==> src/rtl/spinlock_pkg.sv <==
package spinlock_pkg;

    // Per-lock action decided each cycle
    typedef enum logic [1:0] {
        LK_KEEP  = 2'd0,
        LK_TAKE  = 2'd1,
        LK_DROP  = 2'd2
    } lock_act_e;

    // Decoded view of one requester port
    typedef struct packed {
        logic rd;
        logic wr;
    } port_op_t;

    // Claim has priority over release when both target a lock in a cycle
    function automatic lock_act_e pick_action(input logic take, input logic drop);
        lock_act_e act;
        if (take)
            act = LK_TAKE;
        else if (drop)
            act = LK_DROP;
        else
            act = LK_KEEP;
        return act;
    endfunction

endpackage

==> src/rtl/spl_port_decode.sv <==
module spl_port_decode
    import spinlock_pkg::*;
#(
    parameter int NUM_LOCKS = 32,
    localparam int IDX_W = $clog2(NUM_LOCKS)
) (
    input  port_op_t             op,
    input  logic [IDX_W-1:0]     idx,
    output logic [NUM_LOCKS-1:0] rd_vec,
    output logic [NUM_LOCKS-1:0] wr_vec
);

    for (genvar n = 0; n < NUM_LOCKS; n++) begin : g_dec
        logic hit;
        assign hit       = (idx == IDX_W'(n));
        assign rd_vec[n] = op.rd & hit;
        assign wr_vec[n] = op.wr & hit;
    end

endmodule

==> src/rtl/spl_grant.sv <==
module spl_grant #(
    parameter int NUM_LOCKS = 32
) (
    input  logic                 clk,
    input  logic                 rst,
    input  logic [NUM_LOCKS-1:0] held,
    input  logic [NUM_LOCKS-1:0] rd_a,
    input  logic [NUM_LOCKS-1:0] rd_b,
    output logic [NUM_LOCKS-1:0] win_a,
    output logic [NUM_LOCKS-1:0] win_b
);

    // Requester A has fixed priority on a tie for a free lock
    always_comb begin
        win_a = rd_a & ~held;
        win_b = rd_b & ~held & ~rd_a;
    end

    // a lock is never handed to both requesters at once
    p_single_winner_r5: assert property (@(posedge clk) disable iff (rst)
        (win_a & win_b) == '0);

    // a held lock is never granted
    p_no_grant_held_r3: assert property (@(posedge clk) disable iff (rst)
        ((win_a | win_b) & held) == '0);

endmodule

==> src/rtl/spl_lock_cell.sv <==
module spl_lock_cell
    import spinlock_pkg::*;
(
    input  logic clk,
    input  logic rst,
    input  logic take,
    input  logic drop,
    output logic held
);

    lock_act_e act;

    always_comb act = pick_action(take, drop);

    always_ff @(posedge clk) begin
        if (rst) begin
            held <= 1'b0;
        end else begin
            unique case (act)
                LK_TAKE: held <= 1'b1;
                LK_DROP: held <= 1'b0;
                default: held <= held;
            endcase
        end
    end

    // a successful claim leaves the lock held
    p_take_holds_r2: assert property (@(posedge clk) disable iff (rst)
        take |=> held);

    // a release without a same-cycle claim frees the lock
    p_drop_frees_r4: assert property (@(posedge clk) disable iff (rst)
        (drop && !take) |=> !held);

    // an untouched lock keeps its state
    p_idle_stable_r10: assert property (@(posedge clk) disable iff (rst)
        (!take && !drop) |=> $stable(held));

endmodule

==> src/rtl/spinlock_bank.sv <==
module spinlock_bank
    import spinlock_pkg::*;
#(
    parameter int NUM_LOCKS = 32,
    localparam int IDX_W = $clog2(NUM_LOCKS)
) (
    input  logic                 clk,
    input  logic                 rst,
    input  logic                 a_rd,
    input  logic                 a_wr,
    input  logic [IDX_W-1:0]     a_idx,
    output logic [NUM_LOCKS-1:0] a_grant,
    input  logic                 b_rd,
    input  logic                 b_wr,
    input  logic [IDX_W-1:0]     b_idx,
    output logic [NUM_LOCKS-1:0] b_grant,
    output logic [NUM_LOCKS-1:0] lock_state
);

    localparam logic [NUM_LOCKS-1:0] ONE = NUM_LOCKS'(1);

    port_op_t               op_a, op_b;
    logic [NUM_LOCKS-1:0]   rd_a_vec, wr_a_vec, rd_b_vec, wr_b_vec;
    logic [NUM_LOCKS-1:0]   win_a, win_b;
    logic [NUM_LOCKS-1:0]   held;

    assign op_a = '{rd: a_rd, wr: a_wr};
    assign op_b = '{rd: b_rd, wr: b_wr};

    spl_port_decode #(.NUM_LOCKS(NUM_LOCKS)) i_dec_a (
        .op(op_a), .idx(a_idx), .rd_vec(rd_a_vec), .wr_vec(wr_a_vec)
    );

    spl_port_decode #(.NUM_LOCKS(NUM_LOCKS)) i_dec_b (
        .op(op_b), .idx(b_idx), .rd_vec(rd_b_vec), .wr_vec(wr_b_vec)
    );

    spl_grant #(.NUM_LOCKS(NUM_LOCKS)) i_grant (
        .clk(clk), .rst(rst), .held(held),
        .rd_a(rd_a_vec), .rd_b(rd_b_vec),
        .win_a(win_a), .win_b(win_b)
    );

    for (genvar n = 0; n < NUM_LOCKS; n++) begin : g_lock
        spl_lock_cell i_cell (
            .clk (clk),
            .rst (rst),
            .take(win_a[n] | win_b[n]),
            .drop(wr_a_vec[n] | wr_b_vec[n]),
            .held(held[n])
        );
    end

    // Registered read results: the one-hot win vector is the grant word
    always_ff @(posedge clk) begin
        if (rst) begin
            a_grant <= '0;
            b_grant <= '0;
        end else begin
            a_grant <= win_a;
            b_grant <= win_b;
        end
    end

    assign lock_state = held;

    // reset leaves every lock free and grants clear
    p_reset_clear_r1: assert property (@(posedge clk)
        rst |=> (lock_state == '0 && a_grant == '0 && b_grant == '0));

    // read of a free lock returns its one-hot word
    p_free_read_a_r2: assert property (@(posedge clk) disable iff (rst)
        (a_rd && !lock_state[a_idx]) |=> (a_grant == (ONE << $past(a_idx))));

    // read of a held lock returns zero
    p_held_read_a_r3: assert property (@(posedge clk) disable iff (rst)
        (a_rd && lock_state[a_idx]) |=> (a_grant == '0));

    p_held_read_b_r3: assert property (@(posedge clk) disable iff (rst)
        (b_rd && lock_state[b_idx]) |=> (b_grant == '0));

    // a tie on one lock leaves B without a grant
    p_tie_b_loses_r5: assert property (@(posedge clk) disable iff (rst)
        (a_rd && b_rd && a_idx == b_idx) |=> (b_grant == '0));

    // grant words never overlap and are one-hot or zero
    p_disjoint_r5: assert property (@(posedge clk) disable iff (rst)
        ((a_grant & b_grant) == '0) && $onehot0(a_grant) && $onehot0(b_grant));

    // no read, no grant
    p_idle_zero_r9: assert property (@(posedge clk) disable iff (rst)
        (!a_rd && !b_rd) |=> (a_grant == '0 && b_grant == '0));

    // a granted lock shows as held in the status word
    p_status_held_r8: assert property (@(posedge clk) disable iff (rst)
        ((a_grant | b_grant) & ~lock_state) == '0);

endmodule

==> config.mk <==
export PLATFORM = sky130hd
export DESIGN_NAME = spinlock_bank
export DESIGN_NICKNAME = d
export VERILOG_FILES = /design/src/rtl/spinlock_pkg.sv /design/src/rtl/spl_port_decode.sv /design/src/rtl/spl_grant.sv /design/src/rtl/spl_lock_cell.sv /design/src/rtl/spinlock_bank.sv
export SDC_FILE = /design/constraint.sdc
export NUM_CORES = 1
export LEC_CHECK = 0
export BUFFER_PORTS_ARGS = -buffer_cell sky130_fd_sc_hd__buf_2
export CAP_MARGIN = 20
export CORE_ASPECT_RATIO = 1.1
export CORE_MARGIN = 4
export CORE_UTILIZATION = 40
export CTS_CLUSTER_SIZE = 14
export DETAILED_ROUTE_END_ITERATION = 10
export PLACE_DENSITY_LB_ADDON = 0.12
export SETUP_SLACK_MARGIN = 0.15
export SYNTH_ARGS = -nofsm -noshare
export SYNTH_HDL_FRONTEND = slang
export SYNTH_SLANG_ARGS = --single-unit
==> constraint.sdc <==
create_clock -name clk -period 1.59 [get_ports clk]
set_clock_uncertainty 0.1 [all_clocks]
set_input_delay 0.2385 -clock clk [delete_from_list [all_inputs] [get_ports clk]]
set_output_delay 0.2385 -clock clk [all_outputs]
set_load 0.01 [all_outputs]
==> results.sh, run 1 <==
export IMPL_outcome="completed"
export IMPL_hold_viol=0
export IMPL_grt_use_total_pct=23.6
export IMPL_htree_levels=3
export IMPL_clockBufferDepth=2
export IMPL_drc=0
export IMPL_crit_path_end_kind="flip-flop"
export IMPL_antenna_found_initial=0
export IMPL_synth_top_area_share_pct=46.3
export IMPL_ir_worst_vdd_mv=0.523
export IMPL_ys_types=35
export IMPL_hpwl_mm=10.6
export IMPL_wl_mm=14.4
export IMPL_startpoint_type="input pin"
export IMPL_p_total_mw=4.71
export IMPL_dieArea_um2=12100
export IMPL_finalCriticalPeriod_ns=1.41
export IMPL_final_core_util_pct=51.4
export IMPL_p_per_area_nw_per_um2=918
export IMPL_synth_area_um2=4150
export IMPL_grt_pass1_wl_mm=21.9
export IMPL_layout_cells_non_filler=645
export IMPL_yosysWarnings=0
export IMPL_crit_type="input pin to flip-flop"
export IMPL_num_rows=38
export IMPL_hold_buffers=0
export IMPL_nets=536
export IMPL_grt_pass1_vias=3947
export IMPL_drt_iter0_markers=230
export IMPL_grt_max_degree=22
export IMPL_synth_seq_cells=96
export IMPL_gr_total_overflow=0
export IMPL_relSlewSlack_pct=63.1
export IMPL_clk_pin_slew_worst_paths_ns=0.09
export IMPL_root_buffer="clkbuf_8"
export IMPL_ant_nets=0
export IMPL_place_inst=629
export IMPL_ys_top_cells_by_area="dfxtp_1 46%, a221oi_1 6.8%, a2111oi_0 6.3%, buf_4 6.0%, a211oi_1 5.8%"
export IMPL_final_area_um2=5130
export IMPL_syn_avg_cell_area_um2=10.2
export IMPL_maxCapViolations=0
export IMPL_gp_congestion=0.880
export IMPL_area_growth_pct=23.7
export IMPL_seq_area_frac_synth_pct=46.3
export IMPL_grt_setup_unrepaired="false"
export IMPL_setup_violations=0
export IMPL_routed_via_density=6.17
export IMPL_hold_path_class="input pin to flip-flop"
export IMPL_initial_core_util_pct=41.5
export IMPL_p_leak_nw=2.07
export IMPL_cp_data_required_time_ns=1.70
export IMPL_fp_coreArea_um2=9980
export IMPL_critPathMaxFanout=17
export IMPL_drive_above_1_share_pct=38.7
export IMPL_cts_sinks=96
export IMPL_fin_crit_sh_pct=88.7
export IMPL_drt_pass1_iter_count=5
export IMPL_crit_arrival_ns=1.52
export IMPL_die_h_um=115
export IMPL_synth_cells=407
export IMPL_insertion_delay_ns=0.37
export IMPL_wl_per_cell_um=22.3
export IMPL_die_x_um=105
export IMPL_fmax_ghz=0.709
export IMPL_cts_resized=0
export IMPL_worstMarginPinSlew_ns=0.540
export IMPL_postCtsSetupRepairBufs=0
export IMPL_tritoncts="built"
export IMPL_placed_area_um2=4920
export IMPL_num_vias=3977
export IMPL_antenna_cells=0
export IMPL_port_buffers=111
export IMPL_setup_tns_ns=0
export IMPL_cts_inserted_buffers=9
export IMPL_synth_area_leader_cell="dfxtp_1"
export IMPL_synthesis_nets=423
export IMPL_maxSlewViolCount=0
export IMPL_ios=112
[flip-flops by register name (all words and copies together), names as in the netlist]
register and count:
a_grant 32, b_grant 32, g_lock.i_cell.held 32
[worst paths after layout]
| path | from | end | slack, ns | cells after the start |
|---|---|---|---|---|
| worst max register to register | g_lock[12].i_cell.held$_SDFFE_PP0P_ | b_grant[12]$_SDFF_PP0_ | 0.50 | 1 |
| worst max-delay path | b_idx[3] | b_grant[1]$_SDFF_PP0_ | 0.18 | 4 |
| worst min-delay path | rst | g_lock[18].i_cell.held$_SDFFE_PP0P_ | 0.15 | 3 |
| worst min register to register | g_lock[0].i_cell.held$_SDFFE_PP0P_ | a_grant[0]$_SDFF_PP0_ | 0.42 | 1 |
[layer usage]
layer  vias up  track usage (%)  wire, um
li1       1830                -         -
met1      1893             30.7      6090
met2       228             38.2      6810
met3        26             5.05      1210
met4         0             10.1       272
met5         -                0         0
[through the flow]
stage                     setup slack [ns]  hold slack [ns]
after floorplan                      0.228            0.335
after global placement             -0.0953            0.401
after detailed placement           -0.0826            0.401
after CTS                            0.216            0.126
after global routing                 0.190            0.145
final                                0.180            0.147
[cells in the mapped netlist (all sizes together)]
library cell,count
nor2,3
and3b,2
nand2b,15
nand4,2
or4b,2
nor2b,4
nor4,4
dfxtp,96
clkbuf,13
nand4b,6
a2111oi,32
nand4bb,6
nand3,2
and4,2
and2,2
o22ai,32
nand2,14
or2,4
buf,58
and4b,6
nor3,28
nor4b,2
and4bb,4
a221oi,32
nor3b,2
a211oi,32
nor4bb,2
[layout make-up]
class,count,area (um2)
fill,959,4850
timing repair buffer,173,1060
clock inverter,5,63.8
clock buffer,11,151
tap,120,150
sequential,96,1920
multi-input combinational,240,1790
[critical path, cell delays in order]
cell and delay, ns:
buf_2 0.21, or2_4 0.30, nand2b_1 0.22, a2111oi_0 0.55
[power by group]
group	total, mW	switching (mW)	internal, mW
combinational	0.551	0.332	0.218
sequential	2.46	0.0314	2.43
clock	1.70	0.872	0.824
total	4.71	1.24	3.47
[cell usage in the layout, fill, tap and decap left out, types with 2 or more instances in the layout]
master and instances:
buf_2 111, dfxtp_1 96, buf_4 59, o22ai_1 32
a221oi_1 32, a211oi_1 32, a2111oi_0 30, nor3_1 28
nand2b_1 15, nand2_1 14, clkbuf_8 11, and4b_1 6
nand4bb_1 6, nand4b_1 6, nor2b_1 4, and4bb_2 4
nor4_1 4, or2_2 3, buf_12 3, nor2_1 2
and3b_1 2, and2_1 2, nor4bb_1 2, nor3b_2 2
nand3_1 2, a2111oi_1 2, nor4b_2 2, and4_1 2
nand4_1 2, clkinv_4 2
[logic make-up after synthesis]
| group | after synthesis | share of synthesized area (%) |
|---|---|---|
| simple gates | 112 | 18.9 |
| compound gates | 128 | 24.2 |
| buf+inv | 71 | 10.6 |
| flops | 96 | 46.3 |
No activity file was read; power rests on OpenSTA's default activity.
==> run 2, diff against run 1 <==
--- a/config.mk
+++ b/config.mk
@@ -5,6 +5,7 @@
 export SDC_FILE = /design/constraint.sdc
 export NUM_CORES = 1
 export LEC_CHECK = 0
+export ABC_AREA = 1
 export BUFFER_PORTS_ARGS = -buffer_cell sky130_fd_sc_hd__buf_2
 export CAP_MARGIN = 20
 export CORE_ASPECT_RATIO = 1.1
==> results.sh, run 2 <==
export IMPL_clockBufferDepth=2
export IMPL_synth_area_leader_cell="dfxtp_1"
export IMPL_synth_cells=681
export IMPL_ant_nets=0
export IMPL_fmax_ghz=0.765
export IMPL_synthTopCellsByCount="166 x nor2_1, 103 x nand2_1, 96 x dfxtp_1, 58 x inv_1, 58 x nand4_1"
export IMPL_critPathMaxFanout=9
export IMPL_relSlewSlack_pct=65.8
export IMPL_setup_tns_ns=0
export IMPL_hpwl_mm=9.94
export IMPL_crit_arrival_ns=1.42
export IMPL_p_total_mw=5.19
export IMPL_hold_buffers=0
export IMPL_gr_total_overflow=0
export IMPL_drt_iter0_markers=275
export IMPL_num_vias=4700
export IMPL_p_per_area_nw_per_um2=942
export IMPL_grt_max_degree=42
export IMPL_final_cell_mix="166 x nor2_1, 111 x buf_2, 103 x nand2_1"
export IMPL_tritoncts="built"
export IMPL_ys_top_cells_by_area="dfxtp_1 42%, nor2_1 14%, nand2_1 8.4%, nand4_1 7.9%, nand3_1 6.1%"
export IMPL_dieArea_um2=13300
export IMPL_p_comb_share_pct=9.9
export IMPL_port_buffers=111
export IMPL_drt_pass1_iter_count=6
export IMPL_worstMarginPinSlew_ns=0.513
export IMPL_nets=769
export IMPL_synth_edff_count=0
export IMPL_fin_crit_sh_pct=82.2
export IMPL_drive_above_1_share_pct=21.2
export IMPL_p_leak_nw=2.56
export IMPL_synthesis_nets=697
export IMPL_clk_pin_slew_worst_paths_ns=0.07
export IMPL_synth_main_ff_cell="dfxtp_1"
export IMPL_swShare_pct=25.7
export IMPL_hold_path_class="input pin to flip-flop"
export IMPL_antenna_found_initial=1
export IMPL_grt_pass1_wl_mm=22.1
export IMPL_ys_types=17
export IMPL_root_buffer="clkbuf_16"
export IMPL_yosysMostFrequentCell="nor2_1"
export IMPL_synth_top_area_share_pct=41.8
export IMPL_layout_setup_ws_ns=0.284
export IMPL_num_rows=40
export IMPL_grt_setup_unrepaired="false"
export IMPL_synth_seq_cells=96
export IMPL_seq_area_frac_synth_pct=41.8
export IMPL_gp_congestion=0.843
export IMPL_wl_per_cell_um=15.0
export IMPL_ir_worst_vdd_mv=0.513
export IMPL_finalCriticalPeriod_ns=1.31
export IMPL_hold_viol=0
export IMPL_die_x_um=110
export IMPL_internal_power_mw=3.85
export IMPL_crit_path_end_kind="flip-flop"
export IMPL_grt_pass1_vias=4465
export IMPL_fp_coreArea_um2=11100
export IMPL_initial_core_util_pct=41.6
export IMPL_switchingPower_mw=1.33
export IMPL_synth_area_um2=4600
export IMPL_syn_avg_cell_area_um2=6.76
export IMPL_wl_mm=13.6
export IMPL_cp_data_required_time_ns=1.70
export IMPL_ios=112
export IMPL_seqPwrFrac_pct=47.2
export IMPL_die_h_um=120
export IMPL_final_common_cell="nor2_1"
export IMPL_outcome="completed"
export IMPL_insertion_delay_ns=0.34
export IMPL_setup_violations=0
export IMPL_grt_use_total_pct=21.1
export IMPL_cts_resized=0
export IMPL_drc=0
export IMPL_dp_worst_setup_slack_ns=-0.0230
export IMPL_htree_levels=3
export IMPL_maxCapViolations=0
export IMPL_startpoint_type="input pin"
export IMPL_maxSlewViolCount=0
export IMPL_yosysWarnings=0
export IMPL_routed_via_density=5.19
export IMPL_crit_type="input pin to flip-flop"
export IMPL_synthArstFlopShare_pct=0
export IMPL_cts_sinks=96
export IMPL_clkPwrFrac_pct=42.8
export IMPL_postCtsSetupRepairBufs=0
export IMPL_area_growth_pct=19.7
export IMPL_cts_inserted_buffers=9
export IMPL_top_regs="a_grant x32, b_grant x32, g_lock.i_cell.held x32"
-- run 2: stage by stage --
step / cell area (um2) / instances / hold WS, ns / utilization [%]
after global routing: 5510 / 905 / 0.203 / 49.8
after floorplan: 4600 / 681 / 0.375 / -
after CTS: 5510 / 905 / 0.177 / 49.8
after global placement: 5200 / 889 / 0.397 / 47.0
after detailed placement: 5200 / 889 / 0.394 / 47.0
final: 5510 / 906 / 0.178 / 49.8
-- run 2: worst max-delay path, stage by stage --
cell	delay [ns]
buf_2	0.14
inv_1	0.07
nand2_1	0.22
nor2_1	0.36
nand3_1	0.13
nand2_1	0.09
nor2_1	0.04
nor2_1	0.08
nor2_1	0.04
-- run 2: cell type report --
| class | instances | area, um2 |
|---|---|---|
| Multi-Input combinational cell | 452 | 2040 |
| Tap cell | 147 | 184 |
| Fill cell | 1124 | 5550 |
| Timing Repair Buffer | 135 | 836 |
| Antenna cell | 1 | 2.50 |
| Sequential cell | 96 | 1920 |
| Inverter | 59 | 221 |
| Clock inverter | 6 | 67.6 |
| Clock buffer | 10 | 239 |
-- run 2: final timing paths --
path	startpoint	endpoint	slack [ns]	cells after the start
setup / recovery	a_idx[1]	g_lock[25].i_cell.held$_SDFFE_PP0P_	0.28	9
hold / removal	b_rd	b_grant[20]$_SDFF_PP0_	0.18	3
setup reg to reg	g_lock[31].i_cell.held$_SDFFE_PP0P_	g_lock[31].i_cell.held$_SDFFE_PP0P_	0.53	5
hold reg to reg	g_lock[13].i_cell.held$_SDFFE_PP0P_	g_lock[13].i_cell.held$_SDFFE_PP0P_	0.40	2
-- run 2: kinds of logic after synthesis --
logic type | after synthesis | share of synthesized area (%)
buffers and inverters | 133 | 14.0
and+or+nand+nor | 442 | 43.2
AOI/OAI and AO/OA | 10 | 1.09
DFF | 96 | 41.8
-- run 2: power by group through the flow --
stage / Sequential, mW / Clock (mW) / Combinational, mW
final: 2.45 / 2.22 / 0.516
after global routing: 2.45 / 2.37 / 0.566
after CTS: 2.45 / 2.26 / 0.513
after detailed placement: 2.51 / 0 / 0.511
after global placement: 2.51 / 0 / 0.502
after floorplan: 2.51 / 0 / 0.322
-- run 2: per-layer routing --
metal,vias to the layer above,wire [um],global-route usage (%)
li1,2334,-,-
met1,2128,5590,26.3
met2,201,6540,34.4
met3,35,1130,6.09
met4,2,312,7.85
met5,-,13,0
==> run 3, diff against run 2 <==
==> constraint.sdc (replaced) <==
create_clock -name clk -period 1.2 [get_ports clk]
set_clock_uncertainty 0.1 [all_clocks]
set_input_delay 0.18 -clock clk [delete_from_list [all_inputs] [get_ports clk]]
set_output_delay 0.18 -clock clk [all_outputs]
set_load 0.01 [all_outputs]
==> results.sh, run 3 (synthesized netlist as in run 2, its figures left out) <==
export IMPL_outcome="completed"
export IMPL_routed_via_density=5.19
export IMPL_area_growth_pct=49.0
export IMPL_fp_coreArea_um2=11100
export IMPL_gp_congestion=0.898
export IMPL_cts_inserted_buffers=9
export IMPL_relSlewSlack_pct=79.0
export IMPL_maxSlewViolCount=0
export IMPL_r2r_cells=6
export IMPL_grt_pass1_wl_mm=23.8
export IMPL_drt_iter0_markers=311
export IMPL_clockBufferDepth=2
export IMPL_wl_per_cell_um=15.5
export IMPL_grt_max_degree=43
export IMPL_r2r_end="g_lock[14].i_cell.held$_SDFFE_PP0P_"
export IMPL_port_buffers=111
export IMPL_fillers=974
export IMPL_p_per_area_nw_per_um2=1040
export IMPL_ios=112
export IMPL_setup_tns_ns=0
export IMPL_tritoncts="built"
export IMPL_antenna_cells=0
export IMPL_drt_pass1_iter_count=7
export IMPL_seqPwrFrac_pct=45.7
export IMPL_final_cell_mix="135 x nor2_1, 94 x nand2_1, 78 x buf_4"
export IMPL_swShare_pct=26.0
export IMPL_crit_path_end_kind="primary output"
export IMPL_grt_use_total_pct=22.7
export IMPL_path_buf_inv=1
export IMPL_startpoint_type="flip-flop"
export IMPL_crit_arrival_ns=0.82
export IMPL_whs_endpoint="b_grant[8]$_SDFF_PP0_"
export IMPL_hold_buffers=0
export IMPL_grt_pass1_vias=4910
export IMPL_cpPeakStageDelay_ns=0.36
export IMPL_final_core_util_pct=62.0
export IMPL_wl_mm=15.1
export IMPL_crit_family="flip-flops"
export IMPL_setup_violations=0
export IMPL_worst_r2r_setup_slack_ns=0.15
export IMPL_drc=0
export IMPL_path_cells="buf_6"
export IMPL_hold_viol=0
export IMPL_layout_cells_non_filler=978
export IMPL_die_h_um=120
export IMPL_num_vias=5077
export IMPL_critPathMaxFanout=3
export IMPL_p_leak_nw=3.04
export IMPL_antenna_found_initial=0
export IMPL_switchingPower_mw=1.85
export IMPL_insertion_delay_ns=0.34
export IMPL_internal_power_mw=5.27
export IMPL_crit_type="flip-flop to primary output"
export IMPL_maxCapViolations=0
export IMPL_holdPathStages=2
export IMPL_nets=842
export IMPL_place_inst=933
export IMPL_dieArea_um2=13300
export IMPL_die_x_um=110
export IMPL_final_common_cell="nor2_1"
export IMPL_grt_setup_unrepaired="true"
export IMPL_num_rows=40
export IMPL_finalCriticalPeriod_ns=1.10
export IMPL_fmax_ghz=0.906
export IMPL_htree_levels=3
export IMPL_clk_pin_slew_worst_paths_ns=0.07
export IMPL_hpwl_mm=10.7
export IMPL_top_regs="a_grant x32, b_grant x32, g_lock.i_cell.held x32"
export IMPL_initial_core_util_pct=41.6
export IMPL_root_buffer="clkbuf_16"
export IMPL_hold_path_class="input pin to flip-flop"
export IMPL_ir_worst_vdd_mv=0.572
export IMPL_drive_above_1_share_pct=45.1
export IMPL_p_comb_share_pct=13.7
export IMPL_ant_nets=0
export IMPL_cp_slowest_cell="dfxtp_4"
export IMPL_cts_sinks=96
export IMPL_gr_total_overflow=0
export IMPL_fin_crit_sh_pct=92.0
export IMPL_clkPwrFrac_pct=40.7
export IMPL_worstMarginPinSlew_ns=0.313
export IMPL_cp_data_required_time_ns=0.92
export IMPL_r2r_start="g_lock[14].i_cell.held$_SDFFE_PP0P_"
export IMPL_hp_start="rst"
[run 3: final cells by class]
class                   instances  area, um2  share of cell area (%)
clock inverters                 5       56.3                   0.822
multi-input cells             452       2410                    35.1
inverters                      59        231                    3.38
clock buffers                  11        243                    3.54
flip-flops and latches         96       1990                    29.0
repair buffers                208       1740                    25.4
well taps                     147        184                    2.68
[run 3: how the worst max path moves through the flow]
stage                                            start  depth (start not counted)  slack (ns)                                  end
floorplan                                     a_idx[4]                          6         0.1               b_grant[23]$_SDFF_PP0_
global placement                              a_idx[3]                          8       -0.29  g_lock[11].i_cell.held$_SDFFE_PP0P_
detailed placement                            a_idx[3]                          8       -0.29  g_lock[11].i_cell.held$_SDFFE_PP0P_
CTS                 g_lock[3].i_cell.held$_SDFFE_PP0P_                          1        0.05                        lock_state[3]
global route                                  a_idx[0]                          9        0.06  g_lock[17].i_cell.held$_SDFFE_PP0P_
finish              g_lock[8].i_cell.held$_SDFFE_PP0P_                          1         0.1                        lock_state[8]
[run 3: through the flow]
stage | instance area, um2 | total power, mW | worst slack, ns | hold WS, ns
2_1_floorplan | 4860 | 3.82 | 0.0951 | 0.353
3_3_place_gp | 5730 | 4.14 | -0.290 | 0.395
3_5_place_dp | 5730 | 4.15 | -0.289 | 0.395
4_1_cts | 6480 | 7.09 | 0.0516 | 0.0724
5_1_grt | 6850 | 7.39 | 0.0620 | 0.0878
6_report | 6850 | 7.12 | 0.0959 | 0.0653
[run 3: power groups by stage]
stage | Combinational (mW) | Clock [mW] | Sequential (mW)
global route | 1.04 | 3.09 | 3.25
CTS | 0.892 | 2.95 | 3.25
global placement | 0.821 | 0 | 3.32
detailed placement | 0.830 | 0 | 3.32
floorplan | 0.504 | 0 | 3.32
finish | 0.972 | 2.89 | 3.25
[run 3: what timing repair did]
item                       4_1_cts  5_1_grt
hold endpoints to repair         0        0
buffers inserted                22        7
gates resized for setup         76      111
setup endpoints to repair       96      149
pin swaps                        0       43
[run 3: metal layers]
layer / vias to the layer above / global-route usage [%] / share of wire (%)
li1: 2479 / - / -
met1: 2366 / 27.6 / 41
met2: 198 / 38.2 / 50
met3: 34 / 3.74 / 6.3
met4: 0 / 11.4 / 2.9
met5: - / 0 / 0
